`config.mk`:
```
export PLATFORM = sky130hd
export DESIGN_NAME = lfsr_freerun_check
export DESIGN_NICKNAME = d
export VERILOG_FILES = /design/src/rtl/lfsr_freerun_pkg.sv /design/src/rtl/lfsr_freerun_buf.sv /design/src/rtl/lfsr_freerun_model.sv /design/src/rtl/lfsr_freerun_ctrl.sv /design/src/rtl/lfsr_freerun_check.sv
export SDC_FILE = /design/constraint.sdc
export NUM_CORES = 1
export LEC_CHECK = 0
export BUFFER_PORTS_ARGS = -buffer_cell sky130_fd_sc_hd__clkbuf_2
export CELL_PAD_IN_SITES_DETAIL_PLACEMENT = 1
export CELL_PAD_IN_SITES_GLOBAL_PLACEMENT = 1
export CORE_MARGIN = 2
export CORE_UTILIZATION = 54
export CTS_CLUSTER_DIAMETER = 40
export CTS_CLUSTER_SIZE = 25
export DETAILED_ROUTE_END_ITERATION = 10
export HOLD_SLACK_MARGIN = 0.02
export MAX_ROUTING_LAYER = met4
export PLACE_DENSITY_LB_ADDON = 0.1
export SLEW_MARGIN = 30
export SYNTH_ARGS = -nofsm -noshare
export SYNTH_HDL_FRONTEND = slang
export SYNTH_HIERARCHICAL = 1
export SYNTH_SLANG_ARGS = --single-unit
export TNS_END_PERCENT = 5
```
`constraint.sdc`:
```
create_clock -name clk -period 5.6 [get_ports clk]
set_input_delay 0.28 -clock clk [delete_from_list [all_inputs] [get_ports clk]]
set_output_delay 0.28 -clock clk [all_outputs]
set_load 0.005 [all_outputs]
```
`src/rtl/lfsr_freerun_pkg.sv`:
```
package lfsr_freerun_pkg;

    localparam int WORD_W = 64;

    typedef logic [WORD_W-1:0] word_t;

    typedef enum logic [0:0] {
        ST_IDLE = 1'b0,
        ST_SCAN = 1'b1
    } scan_state_e;

    // One free-running step of the generator modulo x^64 + poly.
    function automatic word_t lfsr_advance(input word_t cur, input word_t poly);
        word_t shifted;
        shifted = {cur[WORD_W-2:0], 1'b0};
        return cur[WORD_W-1] ? (shifted ^ poly) : shifted;
    endfunction

endpackage

```
`src/rtl/lfsr_freerun_buf.sv`:
```
module lfsr_freerun_buf
    import lfsr_freerun_pkg::*;
#(
    parameter int N_WORDS = 8
) (
    input  logic                       clk,
    input  logic                       rst,
    input  logic                       clr,
    input  logic                       wr_en,
    input  word_t                      wr_data,
    input  logic [$clog2(N_WORDS)-1:0] rd_idx,
    output word_t                      rd_data
);
    localparam int PW = $clog2(N_WORDS + 1);

    logic [PW-1:0] fill_q;
    word_t         slot_q [N_WORDS];

    always_ff @(posedge clk) begin
        if (rst || clr) begin
            fill_q <= '0;
        end else if (wr_en && (fill_q < PW'(N_WORDS))) begin
            fill_q <= fill_q + PW'(1);
        end
    end

    for (genvar g = 0; g < N_WORDS; g++) begin : g_slot
        always_ff @(posedge clk) begin
            if (!clr && wr_en && (fill_q == PW'(g))) begin
                slot_q[g] <= wr_data;
            end
        end
    end

    assign rd_data = slot_q[rd_idx];

endmodule

```
`src/rtl/lfsr_freerun_model.sv`:
```
module lfsr_freerun_model
    import lfsr_freerun_pkg::*;
#(
    parameter word_t SEED = 64'hb8820c7bd387e32c,
    parameter word_t POLY = 64'h231dcee91262b8a3
) (
    input  logic  clk,
    input  logic  rst,
    input  logic  seed_load,
    input  logic  step,
    output word_t state_o
);
    word_t state_q;

    always_ff @(posedge clk) begin
        if (rst || seed_load) begin
            state_q <= SEED;
        end else if (step) begin
            state_q <= lfsr_advance(state_q, POLY);
        end
    end

    assign state_o = state_q;

endmodule

```
`src/rtl/lfsr_freerun_ctrl.sv`:
```
module lfsr_freerun_ctrl
    import lfsr_freerun_pkg::*;
#(
    parameter int N_WORDS  = 8,
    parameter int WINDOW   = 400,
    parameter int MAX_MISS = 1
) (
    input  logic                       clk,
    input  logic                       rst,
    input  logic                       start,
    input  logic                       hit,
    output logic [$clog2(N_WORDS)-1:0] rd_idx,
    output logic                       step,
    output logic                       scanning,
    output logic                       done,
    output logic                       pass,
    output logic                       fail
);
    localparam int IW     = $clog2(N_WORDS);
    localparam int OW     = $clog2(WINDOW + 1);
    localparam int CW     = $clog2(N_WORDS) + 1;
    localparam int THRESH = N_WORDS - 1 - MAX_MISS;

    scan_state_e   state_q;
    logic [IW-1:0] idx_q;
    logic [OW-1:0] off_q;
    logic [CW-1:0] agree_q;
    logic [CW-1:0] agree_nx;
    logic          reach, row_end, last_off;

    always_comb begin
        agree_nx = agree_q + CW'(hit);
        reach    = agree_nx >= CW'(THRESH);
        row_end  = idx_q == IW'(N_WORDS - 1);
        last_off = off_q == OW'(WINDOW);
        step     = (state_q == ST_SCAN) && !start && !reach && row_end && !last_off;
    end

    always_ff @(posedge clk) begin
        if (rst) begin
            state_q <= ST_IDLE;
            idx_q   <= IW'(1);
            off_q   <= '0;
            agree_q <= '0;
            done    <= 1'b0;
            pass    <= 1'b0;
            fail    <= 1'b0;
        end else begin
            done <= 1'b0;
            pass <= 1'b0;
            fail <= 1'b0;
            if (start) begin
                state_q <= ST_SCAN;
                idx_q   <= IW'(1);
                off_q   <= '0;
                agree_q <= '0;
            end else if (state_q == ST_SCAN) begin
                if (reach) begin
                    state_q <= ST_IDLE;
                    done    <= 1'b1;
                    pass    <= 1'b1;
                end else if (row_end) begin
                    if (last_off) begin
                        state_q <= ST_IDLE;
                        done    <= 1'b1;
                        fail    <= 1'b1;
                    end else begin
                        off_q   <= off_q + OW'(1);
                        idx_q   <= IW'(1);
                        agree_q <= '0;
                    end
                end else begin
                    idx_q   <= idx_q + IW'(1);
                    agree_q <= agree_nx;
                end
            end
        end
    end

    assign rd_idx   = idx_q;
    assign scanning = state_q == ST_SCAN;

endmodule

```
`src/rtl/lfsr_freerun_check.sv`:
```
module lfsr_freerun_check
    import lfsr_freerun_pkg::*;
#(
    parameter int    N_WORDS  = 8,
    parameter int    WINDOW   = 400,
    parameter int    MAX_MISS = 1,
    parameter word_t SEED     = 64'hb8820c7bd387e32c,
    parameter word_t POLY     = 64'h231dcee91262b8a3
) (
    input  logic        clk,
    input  logic        rst,
    input  logic        start_i,
    input  logic        load_valid_i,
    input  logic [63:0] load_data_i,
    output logic        done_o,
    output logic        pass_o,
    output logic        fail_o
);
    localparam int IW = $clog2(N_WORDS);

    logic [IW-1:0] rd_idx;
    word_t         buf_word;
    word_t         model_word;
    logic          step, scanning;

    lfsr_freerun_buf #(.N_WORDS(N_WORDS)) u_buf (
        .clk     (clk),
        .rst     (rst),
        .clr     (start_i),
        .wr_en   (load_valid_i && !scanning),
        .wr_data (load_data_i),
        .rd_idx  (rd_idx),
        .rd_data (buf_word)
    );

    lfsr_freerun_model #(.SEED(SEED), .POLY(POLY)) u_model (
        .clk       (clk),
        .rst       (rst),
        .seed_load (start_i),
        .step      (step),
        .state_o   (model_word)
    );

    lfsr_freerun_ctrl #(
        .N_WORDS  (N_WORDS),
        .WINDOW   (WINDOW),
        .MAX_MISS (MAX_MISS)
    ) u_ctrl (
        .clk      (clk),
        .rst      (rst),
        .start    (start_i),
        .hit      (buf_word == model_word),
        .rd_idx   (rd_idx),
        .step     (step),
        .scanning (scanning),
        .done     (done_o),
        .pass     (pass_o),
        .fail     (fail_o)
    );

endmodule

```
==> impl_metrics.py <==
metrics = {
    "sta": {
        "tns_ns": 0,
        "rsz0062_at_grt": "no",
        "slew_violations": 0,
        "worst_pin_slew_ns": 0.957,
        "hold_viol": 0,
        "fin_crit_ns": 5.20,
        "slew_headroom": 0.361,
        "max_freq_mhz": 192,
        "fin_crit_sh": 0.929,
        "finalSetupViolCount": 0,
        "setup_slack_ns": 0.395,
        "fin_worst_hold_slack_ns": 0.189,
        "clock_skew_ns": 0.0306,
    },
    "synth": {
        "syn_avg_cell_area_um2": 19.5,
        "yosysWarningCount": 6,
        "synth_area_um2": 23800,
        "synth_cell_types": 51,
        "synthArstFlopShare": 0,
        "synth_edf_count": 512,
        "syn-num-nets": 1302,
        "ys_seq_elements": 600,
        "ys.flop_type": "edfxtp_1",
        "ys_seq_area_frac": 0.719,
        "netlist_instances": 1224,
    },
    "global_route": {
        "overflow": 0,
        "grt_max_degree": 45,
        "grt_usage": 0.259,
        "grt_pass1_vias": 13300,
        "antenna_found_initial": 0,
        "grt_pass1_wl_um": 85600,
    },
    "hold_path": {
        "min_path_cells": 3,
        "hold_path_class": "in -> reg",
        "hold-path-endpoint": "u_ctrl/scanning",
        "min_from": "rst",
    },
    "drt": {
        "route.detailed.drc": 0,
        "drt-initial-drc-count": 1002,
        "antenna_left": 0,
        "first_pass_iters": 5,
        "routed_wl_um": 56000,
        "routedWlPerCell_um": 27.1,
        "vias": 12200,
        "avgViaCountPerCell": 5.90,
    },
    "die": {
        "fp.coreArea_um2": 43400,
        "die_area_um2": 45800,
        "die_h_um": 214,
        "pin_count": 71,
        "die_w_um": 214,
        "initial_core_util": 0.550,
        "rows": 76,
    },
    "finish": {
        "n_antenna_cell": 0,
        "design_area_um2": 28500,
        "layout.cells.non_filler": 2069,
        "most-common-layout-cells": "512 x edfxtp_1, 128 x mux4_2, 86 x clkbuf_16, 84 x dfxtp_1, 70 x clkbuf_2",
        "seqCellArea_um2": 17100,
        "fin_nets": 1495,
        "fin_util": 0.657,
        "area_growth_pct": 19.6,
        "multiInputGateArea_um2": 6330,
        "layout-drive-gt1-share": 0.323,
        "layout_commonest_cell": "edfxtp_1",
        "fillers": 3570,
    },
    "clock_network": {
        "clock-sinks": 600,
        "postCtsSetupBuffers": 0,
        "h-tree-depth": 3,
        "clock-root-buffer": "clkbuf_16",
        "clock_latency_ns": 0.61,
        "cts_tree": "built",
        "clk_pin_slew_ns": 0.06,
        "cts_buffers": 81,
        "cts_buffer_depth": 3,
    },
    "placement": {
        "gp_congestion": 0.802,
        "place_area_um2": 25000,
        "numPortBuffers": 70,
        "place_inst": 1855,
        "pre_cts_ws_ns": 0.177,
        "dp_hpwl_um": 32200,
    },
    "outcome": {
        "outcome": "completed",
    },
    "setup_path": {
        "reg2reg_depth": 16,
        "max_stage_delay_ns": 0.51,
        "r2r_start": "u_ctrl/rd_idx[0]",
        "path_cells": "buf_12, buf_12, mux4_2, mux2_2, xor2_1, nor4_1, nand4_1, nor4_2, ha_1, ha_1, xor2_1, a221o_1, nor3_4, buf_12, mux2i_1, nand2_1",
        "path_delay_family": "simple AND/OR/NAND/NOR gates",
        "cp.required_ns": 6.04,
        "start_kind": "flip-flop",
        "cp_common_cell": "buf_12",
        "crit_path_end_kind": "flip-flop",
        "crit_fanout": 44,
        "path_buf_inv": 3,
        "path_class": "reg -> reg",
        "reg2reg_slack_ns": 0.40,
        "rr_endpoint": "u_model/state_o[14]",
        "crit_arrival_ns": 5.64,
        "crit_slowest_cell": "mux4_2",
    },
    "power": {
        "p_per_area_nw_per_um2": 372,
        "vdd_ir_drop_max_mv": 0.373,
        "power_mw": 10.6,
        "p_leak_nw": 9.36,
    },
    "run": {
        "drv_cap": 0,
    },
}
[cell usage after synthesis, types with 10 or more instances]
| cell type | n | area [um^2] |
|---|---|---|
| nand2_1 | 35 | 131 |
| ha_1 | 10 | 125 |
| buf_1 | 10 | 37.5 |
| dfxtp_1 | 88 | 1760 |
| mux4_2 | 128 | 2880 |
| xnor2_1 | 31 | 272 |
| buf_6 | 16 | 180 |
| a21oi_1 | 21 | 105 |
| a211oi_2 | 13 | 163 |
| nor2_1 | 37 | 139 |
| xor2_1 | 66 | 578 |
| clkbuf_1 | 14 | 52.6 |
| buf_2 | 15 | 75.1 |
| edfxtp_1 | 512 | 15400 |
| nor4_1 | 29 | 181 |
| mux2i_1 | 43 | 430 |
| mux2_2 | 64 | 721 |
[how the worst max path moves through the flow]
stage                                endpoint        startpoint  cells past startpoint
final                     u_model/state_o[14]  u_ctrl/rd_idx[0]                     16
after global routing      u_model/state_o[14]  u_ctrl/rd_idx[0]                     16
after CTS                 u_model/state_o[30]  u_ctrl/rd_idx[0]                     16
after detailed placement  u_model/state_o[30]  u_ctrl/rd_idx[0]                     16
after global placement    u_model/state_o[24]  u_ctrl/rd_idx[0]                     16
after floorplan           u_model/state_o[34]  u_ctrl/rd_idx[0]                     17
[report_power, final]
part | total (mW) | internal, mW | switching [mW]
Combinational | 0.371 | 0.165 | 0.205
Clock | 5.36 | 3.27 | 2.09
Sequential | 4.88 | 4.87 | 0.0112
Total | 10.6 | 8.30 | 2.30
[routing by layer]
layer / up-vias / track usage / part of all wire
met4: 0 / 0.0681 / 0.023
met1: 6487 / 0.343 / 0.43
met5: - / - / 0
li1: 5318 / - / -
met3: 102 / 0.0474 / 0.043
met2: 300 / 0.419 / 0.50
[flip-flops by register name (all words and copies together) (netlist names)]
signal	cells
u_buf/fill_q	4
u_buf/slot_q	512
u_ctrl/agree_q	4
u_ctrl/done	1
u_ctrl/fail	1
u_ctrl/off_q	9
u_ctrl/pass	1
u_ctrl/rd_idx	3
u_ctrl/scanning	1
u_model/state_o	64
[worst reg2reg max path, delay by kind of cell (launching register included)]
kind,cells,cell delay (ns)
flip-flops,1,0.38
adder cells (fa/ha/maj),2,0.55
multiplexers,3,1.13
XOR/XNOR,2,0.31
AND/OR/NAND/NOR,5,1.41
AO/OA/AOI/OAI,1,0.43
buffers and inverters,3,0.82
[cell families (layout without fill, tap and decap cells)]
family	Yosys count	after routing	share of synthesized area
adders and majority gates	10	10	0.00525
xor gates and xnor gates	97	97	0.0357
buffers and inverters	67	327	0.0172
muxes	235	235	0.169
and+or+nand+nor	158	158	0.0349
DFF	600	600	0.719
AOI/OAI and AO/OA	57	57	0.0186
[layout make-up]
class                      instances  share of cell area
clock buffer                      90              0.0767
clock inverter                    60              0.0237
inverter                           7            0.000922
multi-input combinational        557               0.222
sequential                       600               0.602
tap                              585              0.0257
timing repair buffer             170              0.0491
[what timing repair did]
item                                    in CTS  in global routing
endpoints found under the setup margin       0                 64
hold buffers                                64                  0
resized for setup                            0                  4
hold endpoints to repair                   512                  0
(Power assumes the default switching activity.)
